### config.mk
export PLATFORM = sky130hd
export DESIGN_NAME = ctx_tag_unit
export DESIGN_NICKNAME = d
export VERILOG_FILES = /design/src/rtl/ctx_tag_pkg.sv /design/src/rtl/ctx_word_pack.sv /design/src/rtl/ctx_crc_engine.sv /design/src/rtl/ctx_tag_form.sv /design/src/rtl/ctx_tag_unit.sv
export SDC_FILE = /design/constraint.sdc
export NUM_CORES = 1
export LEC_CHECK = 0
export BUFFER_PORTS_ARGS = -buffer_cell sky130_fd_sc_hd__buf_2
export CAP_MARGIN = 30
export CORE_ASPECT_RATIO = 2
export CORE_MARGIN = 2
export CORE_UTILIZATION = 40
export CTS_CLUSTER_DIAMETER = 60
export CTS_CLUSTER_SIZE = 10
export DETAILED_ROUTE_END_ITERATION = 6
export PLACE_DENSITY = 0.68
export SYNTH_ARGS = -nofsm -noshare
export SYNTH_HDL_FRONTEND = slang
export SYNTH_SLANG_ARGS = --single-unit
### constraint.sdc
create_clock -name clk -period 0.9 [get_ports clk]
set_input_delay 0.09 -clock clk [delete_from_list [all_inputs] [get_ports clk]]
set_output_delay 0.09 -clock clk [all_outputs]
set_load 0.005 [all_outputs]
### src/rtl/ctx_tag_pkg.sv
package ctx_tag_pkg;

   // Tag layout selector
   typedef enum logic {
      TAG_FULL  = 1'b0,
      TAG_TYPED = 1'b1
   } tag_mode_e;

   localparam int unsigned DEF_ID_W  = 24;
   localparam int unsigned DEF_FLD_W = 4;
   localparam int unsigned DEF_CRC_W = 8;
   localparam logic [7:0]  DEF_POLY  = 8'h07;
   localparam logic [7:0]  DEF_SEED  = 8'hFF;

endpackage

### src/rtl/ctx_word_pack.sv
module ctx_word_pack #(
   parameter int unsigned ID_W  = 24,
   parameter int unsigned FLD_W = 4,
   localparam int unsigned WORD_W = ID_W + 2 * FLD_W
) (
   input  logic [ID_W-1:0]   cid,
   input  logic [FLD_W-1:0]  region,
   input  logic [FLD_W-1:0]  ctype,
   output logic [WORD_W-1:0] word
);
   // identifier on top, region in the middle, type at the bottom
   assign word = {cid, region, ctype};
endmodule

### src/rtl/ctx_crc_engine.sv
module ctx_crc_engine #(
   parameter int unsigned DATA_W = 32,
   parameter int unsigned CRC_W  = 8,
   parameter logic [CRC_W-1:0] POLY = 8'h07,
   parameter logic [CRC_W-1:0] SEED = 8'hFF
) (
   input  logic [DATA_W-1:0] data,
   output logic [CRC_W-1:0]  crc
);
   // one serial shift step of a non-reflected CRC
   function automatic logic [CRC_W-1:0] crc_step(input logic [CRC_W-1:0] c,
                                                 input logic d);
      logic fb;
      fb = c[CRC_W-1] ^ d;
      crc_step = {c[CRC_W-2:0], 1'b0} ^ (fb ? POLY : {CRC_W{1'b0}});
   endfunction

   logic [CRC_W-1:0] chain [DATA_W+1];

   assign chain[0] = SEED;

   // unrolled chain: most significant data bit enters first
   for (genvar s = 0; s < DATA_W; s++) begin : g_stage
      assign chain[s+1] = crc_step(chain[s], data[DATA_W-1-s]);
   end

   assign crc = chain[DATA_W];
endmodule

### src/rtl/ctx_tag_form.sv
module ctx_tag_form
   import ctx_tag_pkg::*;
#(
   parameter int unsigned CRC_W = 8,
   parameter int unsigned FLD_W = 4,
   localparam int unsigned LOW_KEEP = CRC_W - 1 - FLD_W
) (
   input  logic [CRC_W-1:0] crc,
   input  logic [FLD_W-1:0] ctype,
   input  tag_mode_e        mode,
   input  logic [CRC_W-1:0] stored,
   output logic [CRC_W-1:0] tag,
   output logic [CRC_W-1:0] inval
);
   logic [CRC_W-1:0] tag_full;
   logic [CRC_W-1:0] tag_typed;

   assign tag_full  = {1'b1, crc[CRC_W-2:0]};
   assign tag_typed = {1'b1, ctype, crc[LOW_KEEP-1:0]};

   always_comb begin
      unique case (mode)
         TAG_TYPED: tag = tag_typed;
         default:   tag = tag_full;
      endcase
   end

   assign inval = {1'b0, stored[CRC_W-2:0]};
endmodule

### src/rtl/ctx_tag_unit.sv
module ctx_tag_unit
   import ctx_tag_pkg::*;
#(
   parameter int unsigned ID_W    = DEF_ID_W,
   parameter int unsigned FLD_W   = DEF_FLD_W,
   parameter int unsigned CRC_W   = DEF_CRC_W,
   parameter logic [CRC_W-1:0] POLY = DEF_POLY,
   parameter logic [CRC_W-1:0] SEED = DEF_SEED,
   parameter bit          OUT_REG = 1'b1,
   localparam int unsigned WORD_W = ID_W + 2 * FLD_W
) (
   input  logic             clk,
   input  logic             rst_n,
   input  logic             in_valid,
   input  logic [ID_W-1:0]  in_cid,
   input  logic [FLD_W-1:0] in_region,
   input  logic [FLD_W-1:0] in_type,
   input  logic             in_mode,
   input  logic [CRC_W-1:0] in_stored,
   output logic             out_valid,
   output logic [CRC_W-1:0] out_crc,
   output logic [CRC_W-1:0] out_tag,
   output logic [CRC_W-1:0] out_inval
);
   // elaboration-time parameter checks
   if (CRC_W < FLD_W + 2) begin : g_bad_crc_w
      $error("CRC_W must leave room for valid bit, type field and one CRC bit");
   end
   if (ID_W == 0 || FLD_W == 0) begin : g_bad_fields
      $error("ID_W and FLD_W must be non-zero");
   end

   logic [WORD_W-1:0] word;
   logic [CRC_W-1:0]  crc_c;
   logic [CRC_W-1:0]  tag_c;
   logic [CRC_W-1:0]  inval_c;

   ctx_word_pack #(.ID_W(ID_W), .FLD_W(FLD_W)) u_pack (
      .cid    (in_cid),
      .region (in_region),
      .ctype  (in_type),
      .word   (word)
   );

   ctx_crc_engine #(.DATA_W(WORD_W), .CRC_W(CRC_W), .POLY(POLY), .SEED(SEED)) u_crc (
      .data (word),
      .crc  (crc_c)
   );

   ctx_tag_form #(.CRC_W(CRC_W), .FLD_W(FLD_W)) u_form (
      .crc    (crc_c),
      .ctype  (in_type),
      .mode   (tag_mode_e'(in_mode)),
      .stored (in_stored),
      .tag    (tag_c),
      .inval  (inval_c)
   );

   if (OUT_REG) begin : g_reg
      always_ff @(posedge clk or negedge rst_n) begin
         if (!rst_n) begin
            out_valid <= 1'b0;
            out_crc   <= '0;
            out_tag   <= '0;
            out_inval <= '0;
         end else begin
            out_valid <= in_valid;
            if (in_valid) begin
               out_crc   <= crc_c;
               out_tag   <= tag_c;
               out_inval <= inval_c;
            end
         end
      end
   end else begin : g_comb
      assign out_valid = in_valid;
      assign out_crc   = crc_c;
      assign out_tag   = tag_c;
      assign out_inval = inval_c;
   end
endmodule

==> impl_metrics.env, run 1 <==
export IMPL_status="finished with violations"
export IMPL_violations="negative setup slack"
export IMPL_min_period_ns=2.010
export IMPL_yosysTopAreaCell="dfrtp_1"
export IMPL_cts_sinks=21
export IMPL_rsz0062_at_grt="yes"
export IMPL_clk_pin_slew_ns=0.07
export IMPL_multi_input_area_um2=1384
export IMPL_antenna_found_initial=0
export IMPL_finalPower_uw=8152
export IMPL_overflow=0
export IMPL_ant_nets=0
export IMPL_htree_levels=1
export IMPL_drtIter0Drc=13
export IMPL_fmax_mhz=497.5
export IMPL_wl_per_cell_um=13.84
export IMPL_layout_commonest_cell="buf_2"
export IMPL_clk_latency_ns=0.25
export IMPL_synth_top_cell_area_share=0.3102
export IMPL_row_count=33
export IMPL_die_w_um=50.02
export IMPL_synth_compound_area_frac=0.02880
export IMPL_final_max_slew_viol_count=0
export IMPL_dr_pass1_iters=3
export IMPL_mostFrequentLayoutCells="58 x buf_2, 40 x buf_4, 21 x dfrtp_1, 17 x xnor2_1, 13 x xnor2_2"
export IMPL_grt_max_degree=22
export IMPL_leakage_uw=0.001401
export IMPL_io_buffer_count=66
export IMPL_grt_pass1_wl_um=6279
export IMPL_synth_top_family_by_area="XOR/XNOR gates"
export IMPL_area_delta_synth_final_pct=62.85
export IMPL_synthDistinctLibCells=24
export IMPL_crit_family="XOR/XNOR gates"
export IMPL_viasPerCell=4.515
export IMPL_cp_end_kind="flop"
export IMPL_preCtsSetupSlack_ns=-1.437
export IMPL_num_io_pins=69
export IMPL_crit_chain="buf_6 -> xor3_1 -> xnor3_2 -> xor2_4 -> xnor2_2 -> xnor3_1 -> mux2_4"
export IMPL_period_share=2.233
export IMPL_fin_util=0.6749
export IMPL_cts_tree="yes"
export IMPL_synth_simple_area_share=0.02806
export IMPL_critPathLaunch="in_cid[9]"
export IMPL_clock_skew_ns=0
export IMPL_diodes=0
export IMPL_grt_util_all_layers=0.1780
export IMPL_maxCapViolCount=0
export IMPL_cts_buffer_depth=2
export IMPL_nets=286
export IMPL_hold_violations=0
export IMPL_crit_buf_inv=1
export IMPL_drc=0
export IMPL_yosysSeqAreaShare=0.3102
export IMPL_cp_start_kind="input pin"
export IMPL_synthTopCellsByArea="dfrtp_1 31%, xnor2_1 16%, xnor3_1 13%"
export IMPL_synthAdderAreaFrac=0
export IMPL_muxShareOfSynthArea=0.08641
export IMPL_min_path_type="input pin to flop"
export IMPL_drive_gt1_frac=0.6680
export IMPL_numCtsBuffers=3
export IMPL_hpwl_um=3200
export IMPL_synth_xor_area_frac=0.5126
export IMPL_powerDensity_nw_per_um2=2955
export IMPL_fillers=322
export IMPL_yosysWarnings=0
export IMPL_syn_avg_cell_area_um2=12.55
export IMPL_syn_nets=179
export IMPL_cts_root_buffer="clkbuf_8"
export IMPL_setup_viol=12
export IMPL_crit_fanout=3
export IMPL_core_area_um2=4088
export IMPL_cp_arrival_ns=2.15
export IMPL_critical_path_required_ns=1.04
export IMPL_ys_ff_latch=21
export IMPL_netlist_area_um2=1694
export IMPL_via_count=1323
export IMPL_die_h_um=96.04
export IMPL_start_util=0.4144
export IMPL_irDropWorstVdd_mv=1.733
export IMPL_setup_ws_ns=-1.110
export IMPL_hp_start="in_stored[2]"
export IMPL_critical_path_max_stage_delay_ns=0.48
export IMPL_grt_pass1_vias=1411
export IMPL_die_area_um2=4803
export IMPL_crit_slowest_cell="xnor3_2"
export IMPL_worst_r2r_startpoint="out_crc[2]"
export IMPL_gp_congestion=0.7787
export IMPL_synthCells=135
export IMPL_register_area_um2=525.5
export IMPL_wl_um=4056
export IMPL_worstSetupPathType="input pin to flop"
-- power by group --
part / internal (uW) / switching, uW / total, uW / leakage [uW]
Clock: 315 / 278 / 593 / 0.0000228
Combinational: 3730 / 2390 / 6120 / 0.00114
Sequential: 1280 / 160 / 1440 / 0.000241
-- what timing repair did --
action | 4_1_cts | 5_1_grt
buffers inserted | 4 | 4
pin swaps | 15 | 16
endpoints found under the hold margin | 21 | 0
resized for setup | 28 | 24
setup endpoints to repair | 12 | 17
hold buffers | 1 | 0
-- flip-flops by register name (all words and copies together), names as in the netlist --
name / flops
out_crc: 8
out_inval: 7
out_tag: 5
out_valid: 1
-- routing by layer --
layer,up-vias,track usage,wire (um)
met5,-,0,0
met4,0,0.05556,59
met3,6,0.02019,193
met2,56,0.3893,2624
met1,618,0.1543,1179
li1,643,-,-
-- stage by stage --
stage	cells	TNS, ns	hold WS (ns)	instance area (um2)
global placement	280	-15.36	0.06405	2352
floorplan	135	-11.13	-0.2056	1745
CTS	289	-11.31	0.06202	2589
detailed placement	280	-15.70	0.06349	2352
finish	293	-11.55	0.06429	2759
global route	293	-12.38	0.05243	2759
-- synth_stat cells, drive strengths merged --
cell type / n
a21o: 1
xnor3: 13
inv: 2
mux2: 13
o21ai: 3
dfrtp: 21
clkbuf: 2
or2: 1
conb: 1
a31oi: 1
nand2: 4
a21oi: 4
xor2: 19
xor3: 3
buf: 6
xnor2: 34
nor2: 7
-- area by class of cell --
cell class	instances	area share
Inverter	2	0.002721
Sequential cell	21	0.1905
Tap cell	52	0.02358
Multi-Input combinational cell	104	0.5016
Timing Repair Buffer	110	0.2653
Clock buffer	4	0.01633
-- worst paths after layout --
kind                                end  slack [ns]  depth (start not counted)
min in group asynchronous    out_crc[5]        0.30                          2
hold / removal             out_inval[2]        0.06                          2
max in group asynchronous    out_crc[0]        0.29                          2
setup reg to reg             out_crc[2]        0.11                          1
setup / recovery             out_crc[3]       -1.11                          7
hold reg to reg              out_tag[7]        0.48                          1
-- kinds of logic after synthesis --
| family | Yosys count |
|---|---|
| other | 1 |
| AO/OA/AOI/OAI | 9 |
| buffers and inverters | 10 |
| XOR/XNOR | 69 |
| flip-flops | 21 |
| multiplexers | 13 |
| AND/OR/NAND/NOR | 12 |
(Power assumes the default switching activity.)
==> run 2, diff against run 1 <==
--- a/config.mk
+++ b/config.mk
@@ -5,8 +5,7 @@
 export SDC_FILE = /design/constraint.sdc
 export NUM_CORES = 1
 export LEC_CHECK = 0
-export BUFFER_PORTS_ARGS = -buffer_cell sky130_fd_sc_hd__buf_2
-export CAP_MARGIN = 30
+export BUFFER_PORTS_ARGS = -buffer_cell sky130_fd_sc_hd__buf_4
 export CORE_ASPECT_RATIO = 2
 export CORE_MARGIN = 2
 export CORE_UTILIZATION = 40
==> constraint.sdc (replaced) <==
create_clock -name clk -period 0.9 [get_ports clk]
set_input_delay 0.225 -clock clk [delete_from_list [all_inputs] [get_ports clk]]
set_output_delay 0.225 -clock clk [all_outputs]
set_load 0.005 [all_outputs]
==> impl_metrics.env, run 2 (synthesized netlist as in run 1, its figures left out) <==
export IMPL_hold_violations=0
export IMPL_area_delta_synth_final_pct=86.04
export IMPL_start_util=0.4144
export IMPL_grt_pass1_wl_um=7307
export IMPL_nets=298
export IMPL_gr_usage_met3=0.02329
export IMPL_p_switching_uw=2886
export IMPL_row_count=33
export IMPL_cp_start_kind="input pin"
export IMPL_clk_latency_ns=0.26
export IMPL_numCtsBuffers=3
export IMPL_crit_fanout=3
export IMPL_min_path_type="input pin to flop"
export IMPL_mostFrequentLayoutCells="79 x buf_4, 38 x buf_6, 21 x dfrtp_1, 16 x xnor2_1, 13 x xnor2_2"
export IMPL_fillers=255
export IMPL_antenna_found_initial=0
export IMPL_leakage_uw=0.001590
export IMPL_final_max_slew_viol_count=0
export IMPL_busiest_layer="met2"
export IMPL_clock_skew_ns=0
export IMPL_internal_power_uw=5937
export IMPL_core_area_um2=4088
export IMPL_diodes=0
export IMPL_grt_util_all_layers=0.2114
export IMPL_rsz0062_at_grt="yes"
export IMPL_gp_congestion=0.7586
export IMPL_grt_pass1_vias=1521
export IMPL_cp_end_kind="flop"
export IMPL_via_count=1395
export IMPL_drc=0
export IMPL_post_route_cell_area_um2=3152
export IMPL_irDropWorstVdd_mv=1.627
export IMPL_pwr_share_clk=0.068
export IMPL_drive_gt1_frac=0.6996
export IMPL_use_met1=0.1777
export IMPL_cts_sinks=21
export IMPL_hpwl_um=3440
export IMPL_wl_um=4742
export IMPL_largest_reg_flops=8
export IMPL_dr_pass1_iters=4
export IMPL_drtIter0Drc=13
export IMPL_overflow=0
export IMPL_powerDensity_nw_per_um2=2799
export IMPL_setup_viol=38
export IMPL_combPwrFrac=0.756
export IMPL_setup_ws_ns=-1.177
export IMPL_met2_usage=0.4452
export IMPL_place_area_um2=2529
export IMPL_violations="negative setup slack"
export IMPL_wl_per_cell_um=15.55
export IMPL_viasPerCell=4.574
export IMPL_cp_arrival_ns=2.22
export IMPL_regMostFlops="out_crc"
export IMPL_grt_max_degree=27
export IMPL_fmax_mhz=481.5
export IMPL_cts_buffer_depth=2
export IMPL_layout_commonest_cell="buf_4"
export IMPL_cts_root_buffer="clkbuf_8"
export IMPL_top_regs="out_crc: 8 flops, out_inval: 7 flops, out_tag: 5 flops"
export IMPL_ant_nets=0
export IMPL_htree_levels=1
export IMPL_pwr_share_seq=0.176
export IMPL_crit_slowest_cell="xnor3_2"
export IMPL_die_area_um2=4803
export IMPL_worstSetupPathType="input pin to flop"
export IMPL_status="finished with violations"
export IMPL_die_h_um=96.04
export IMPL_num_io_pins=69
export IMPL_finalPower_uw=8823
export IMPL_maxCapViolCount=0
export IMPL_io_buffer_count=66
export IMPL_crit_chain="buf_8 -> xor2_2 -> xnor2_1 -> xnor3_2 -> xnor3_2 -> xnor2_2 -> xnor2_1 -> mux2_4"
export IMPL_swShare=0.3271
export IMPL_period_share=2.307
export IMPL_cts_tree="yes"
export IMPL_min_period_ns=2.077
export IMPL_clk_pin_slew_ns=0.07
export IMPL_critical_path_max_stage_delay_ns=0.43
export IMPL_die_w_um=50.02
export IMPL_critical_path_required_ns=1.04
## run 2: per-layer routing
| layer | share of wire | vias up |
|---|---|---|
| met5 | 0 | - |
| met4 | 0.022 | 0 |
| met3 | 0.043 | 8 |
| met2 | 0.65 | 58 |
| met1 | 0.28 | 665 |
| li1 | - | 664 |
## run 2: per-stage QoR
step | utilization | setup slack [ns] | hold WS [ns] | setup TNS, ns | cells
floorplan | - | -1.310 | -0.07059 | -12.76 | 135
global placement | 0.6186 | -1.451 | 0.1130 | -16.52 | 278
detailed placement | 0.6186 | -1.516 | 0.1175 | -17.07 | 278
finish | 0.7710 | -1.177 | 0.1945 | -14.77 | 305
CTS | 0.7257 | -1.198 | 0.1897 | -14.89 | 297
global route | 0.7710 | -1.256 | 0.1968 | -16.32 | 305
## run 2: what timing repair did
item	4_1_cts	5_1_grt
endpoints found under the hold margin	21	0
pin swaps	16	18
setup buffers	14	12
hold buffers	1	0
resized for setup	59	25
endpoints found under the setup margin	36	40
## run 2: layout make-up
cell class | instances | area [um2] | area share
Tap cell | 52 | 65.06 | 0.02064
Clock buffer | 4 | 45.04 | 0.01429
Inverter | 2 | 7.507 | 0.002382
Multi-Input combinational cell | 104 | 1418 | 0.4498
Sequential cell | 21 | 525.5 | 0.1667
Timing Repair Buffer | 122 | 1091 | 0.3462
## run 2: worst paths after layout
kind / from / endpoint / slack [ns] / depth (start not counted)
hold / removal: in_stored[4] / out_inval[4] / 0.19 / 2
setup reg to reg: out_crc[4] / out_crc[4] / -0.03 / 4
max in group asynchronous: rst_n / out_inval[3] / 0.31 / 2
min in group asynchronous: rst_n / out_crc[6] / 0.38 / 2
setup / recovery: in_cid[17] / out_crc[2] / -1.18 / 8
hold reg to reg: out_tag[7] / out_tag[7] / 0.50 / 1
## run 2: power groups by stage
stage	Clock, uW	Combinational [uW]	Sequential (uW)
2_1_floorplan	0	3180	1490
3_3_place_gp	0	5000	1470
3_5_place_dp	0	5110	1490
4_1_cts	620	6380	1530
5_1_grt	648	7140	1590
6_report	604	6670	1550
## run 2: critical path: cells and delay by family
kind,cells,cell delay [ns]
xor gates and xnor gates,6,1.61
buffers and inverters,1,0.10
muxes,1,0.27
==> run 3, diff against run 2 <==
--- a/config.mk
+++ b/config.mk
@@ -5,6 +5,7 @@
 export SDC_FILE = /design/constraint.sdc
 export NUM_CORES = 1
 export LEC_CHECK = 0
+export ABC_AREA = 1
 export BUFFER_PORTS_ARGS = -buffer_cell sky130_fd_sc_hd__buf_4
 export CORE_ASPECT_RATIO = 2
 export CORE_MARGIN = 2
@@ -12,7 +13,6 @@
 export CTS_CLUSTER_DIAMETER = 60
 export CTS_CLUSTER_SIZE = 10
 export DETAILED_ROUTE_END_ITERATION = 6
-export PLACE_DENSITY = 0.68
 export SYNTH_ARGS = -nofsm -noshare
 export SYNTH_HDL_FRONTEND = slang
 export SYNTH_SLANG_ARGS = --single-unit
==> impl_metrics.env, run 3 <==
export IMPL_yosysTopAreaCell="nand2_1"
export IMPL_grt_max_degree=22
export IMPL_synth_compound_area_frac=0.01954
export IMPL_rsz0062_at_grt="yes"
export IMPL_status="finished with violations"
export IMPL_synth_simple_area_share=0.6247
export IMPL_ys_ff_latch=21
export IMPL_largest_reg_flops=8
export IMPL_ys_top_cells_by_count="252 x nand2_1, 42 x nand3_1, 38 x inv_1, 31 x nand2_2, 21 x dfrtp_1"
export IMPL_place_area_um2=3379
export IMPL_dr_pass1_iters=4
export IMPL_cts_sinks=21
export IMPL_setup_ws_ns=-1.180
export IMPL_ant_nets=0
export IMPL_grt_pass1_vias=3132
export IMPL_cts_buffer_depth=2
export IMPL_grt_util_all_layers=0.2451
export IMPL_synthDistinctLibCells=21
export IMPL_hold_violations=0
export IMPL_synth_edf_count=0
export IMPL_die_area_um2=6762
export IMPL_powerDensity_nw_per_um2=1977
export IMPL_antenna_found_initial=0
export IMPL_setup_viol=36
export IMPL_muxShareOfSynthArea=0
export IMPL_clock_skew_ns=0
export IMPL_synthAdderAreaFrac=0
export IMPL_netlist_area_um2=2434
export IMPL_synthTopCellsByArea="nand2_1 39%, dfrtp_1 22%, nand3_1 8.6%"
export IMPL_htree_levels=1
export IMPL_wl_um=8649
export IMPL_start_util=0.4086
export IMPL_top_regs="out_crc: 8 flops, out_inval: 7 flops, out_tag: 5 flops"
export IMPL_cp_end_kind="flop"
export IMPL_fin_cells=617
export IMPL_num_io_pins=69
export IMPL_die_h_um=114.3
export IMPL_cp_start_kind="input pin"
export IMPL_fmax_mhz=480.8
export IMPL_cts_root_buffer="clkbuf_16"
export IMPL_synthCells=447
export IMPL_clk_pin_slew_ns=0.06
export IMPL_syn_nets=491
export IMPL_synth_top_cell_area_share=0.3887
export IMPL_via_count=3161
export IMPL_cts_tree="yes"
export IMPL_synth_most_common_cell="nand2_1"
export IMPL_violations="negative setup slack"
export IMPL_numCtsBuffers=3
export IMPL_critical_path_required_ns=1.10
export IMPL_irDropWorstVdd_mv=0.8741
export IMPL_clk_latency_ns=0.25
export IMPL_min_period_ns=2.080
export IMPL_synth_xor_area_frac=0.03907
export IMPL_row_count=40
export IMPL_io_buffer_count=66
export IMPL_ys_flop_type="dfrtp_1"
export IMPL_syn_avg_cell_area_um2=5.444
export IMPL_drtIter0Drc=96
export IMPL_layout_commonest_cell="nand2_1"
export IMPL_yosysWarnings=0
export IMPL_hpwl_um=6092
export IMPL_ys_async_sr_fraction=1.000
export IMPL_overflow=0
export IMPL_preCtsSetupSlack_ns=-1.621
export IMPL_maxCapViolCount=0
export IMPL_drive_gt1_frac=0.6408
export IMPL_min_path_type="input pin to flop"
export IMPL_diodes=0
export IMPL_viasPerCell=5.123
export IMPL_yosysSeqAreaShare=0.2159
export IMPL_leakage_uw=0.002597
export IMPL_crit_fanout=5
export IMPL_cp_arrival_ns=2.28
export IMPL_mostFrequentLayoutCells="113 x nand2_1, 92 x nand2_2, 78 x nand2_4, 77 x buf_4, 29 x buf_6"
export IMPL_wl_per_cell_um=14.02
export IMPL_period_share=2.311
export IMPL_final_max_slew_viol_count=0
export IMPL_synth_top_family_by_area="simple AND/OR/NAND/NOR gates"
export IMPL_regMostFlops="out_crc"
export IMPL_gp_congestion=0.8516
export IMPL_die_w_um=59.16
export IMPL_nets=599
export IMPL_worstSetupPathType="input pin to flop"
export IMPL_area_delta_synth_final_pct=92.90
export IMPL_core_area_um2=5956
export IMPL_placedCellCount=590
export IMPL_drc=0
export IMPL_post_route_cell_area_um2=4695
export IMPL_grt_pass1_wl_um=12900
-- run 3: worst paths after layout --
| path | from | endpoint | slack [ns] | depth (start not counted) |
|---|---|---|---|---|
| hold / removal | in_stored[5] | out_inval[5] | 0.17 | 3 |
| setup reg to reg | out_crc[2] | out_crc[2] | -0.03 | 5 |
| hold reg to reg | out_crc[3] | out_crc[3] | 0.49 | 2 |
| min in group asynchronous | rst_n | out_tag[5] | 0.39 | 2 |
| max in group asynchronous | rst_n | out_crc[7] | 0.30 | 2 |
| setup / recovery | in_cid[23] | out_crc[2] | -1.18 | 21 |
-- run 3: kinds of logic (layout without fill, tap and decap cells) --
group,Yosys count,in the layout
AOI/OAI and AO/OA,9,9
xor gates and xnor gates,10,10
buffers and inverters,60,167
DFF,21,21
other,1,1
and+or+nand+nor,346,346
-- run 3: area by class of cell --
cell class	count	area, um2
fillers	425	1261
flip-flops and latches	21	525.5
well taps	63	78.83
clock inverters	1	5.005
repair buffers	111	989.7
multi-input cells	366	2764
clock buffers	3	75.07
inverters	52	256.5
-- run 3: layer usage --
layer,up-vias,wire length (um),global-route usage
li1,1571,-,-
met1,1463,2424,0.2050
met2,89,5458,0.4985
met3,38,190,0.01017
met4,0,575,0.1727
met5,-,0,0
-- run 3: power by group --
part	switching [uW]	internal (uW)
Sequential	220	1220
Combinational	3760	3160
Clock	337	597
-- run 3: timing repair --
action / in CTS / in global routing
hold endpoints to repair: 21 / 0
gates resized for setup: 134 / 135
hold buffers: 1 / 0
setup buffers: 11 / 11
pin swaps: 87 / 80
endpoints found under the setup margin: 36 / 36
-- run 3: per-stage QoR --
step	TNS, ns	hold WS [ns]	utilization	total power, uW
after detailed placement	-17.81	0.1197	0.5674	5951
after floorplan	-11.21	-0.07059	-	4380
final	-15.66	0.1706	0.7882	9281
after global placement	-17.22	0.1194	0.5674	5882
after global routing	-17.66	0.1823	0.7882	9928
after CTS	-14.42	0.1725	0.6807	7865
-- run 3: worst max-delay path: stages --
cell	delay, ns
buf_12	0.11
clkinv_8	0.08
nand2_4	0.10
nand3_4	0.09
nand2_8	0.12
inv_8	0.05
nand2_4	0.08
nand3_4	0.10
buf_4	0.16
nand3_1	0.12
nand2_2	0.10
nand3_1	0.10
nand2_2	0.09
nand2_2	0.10
nand2_4	0.06
nand2_2	0.08
nand2_4	0.07
buf_4	0.14
o21ai_0	0.17
nand2_1	0.07
nand2_1	0.05
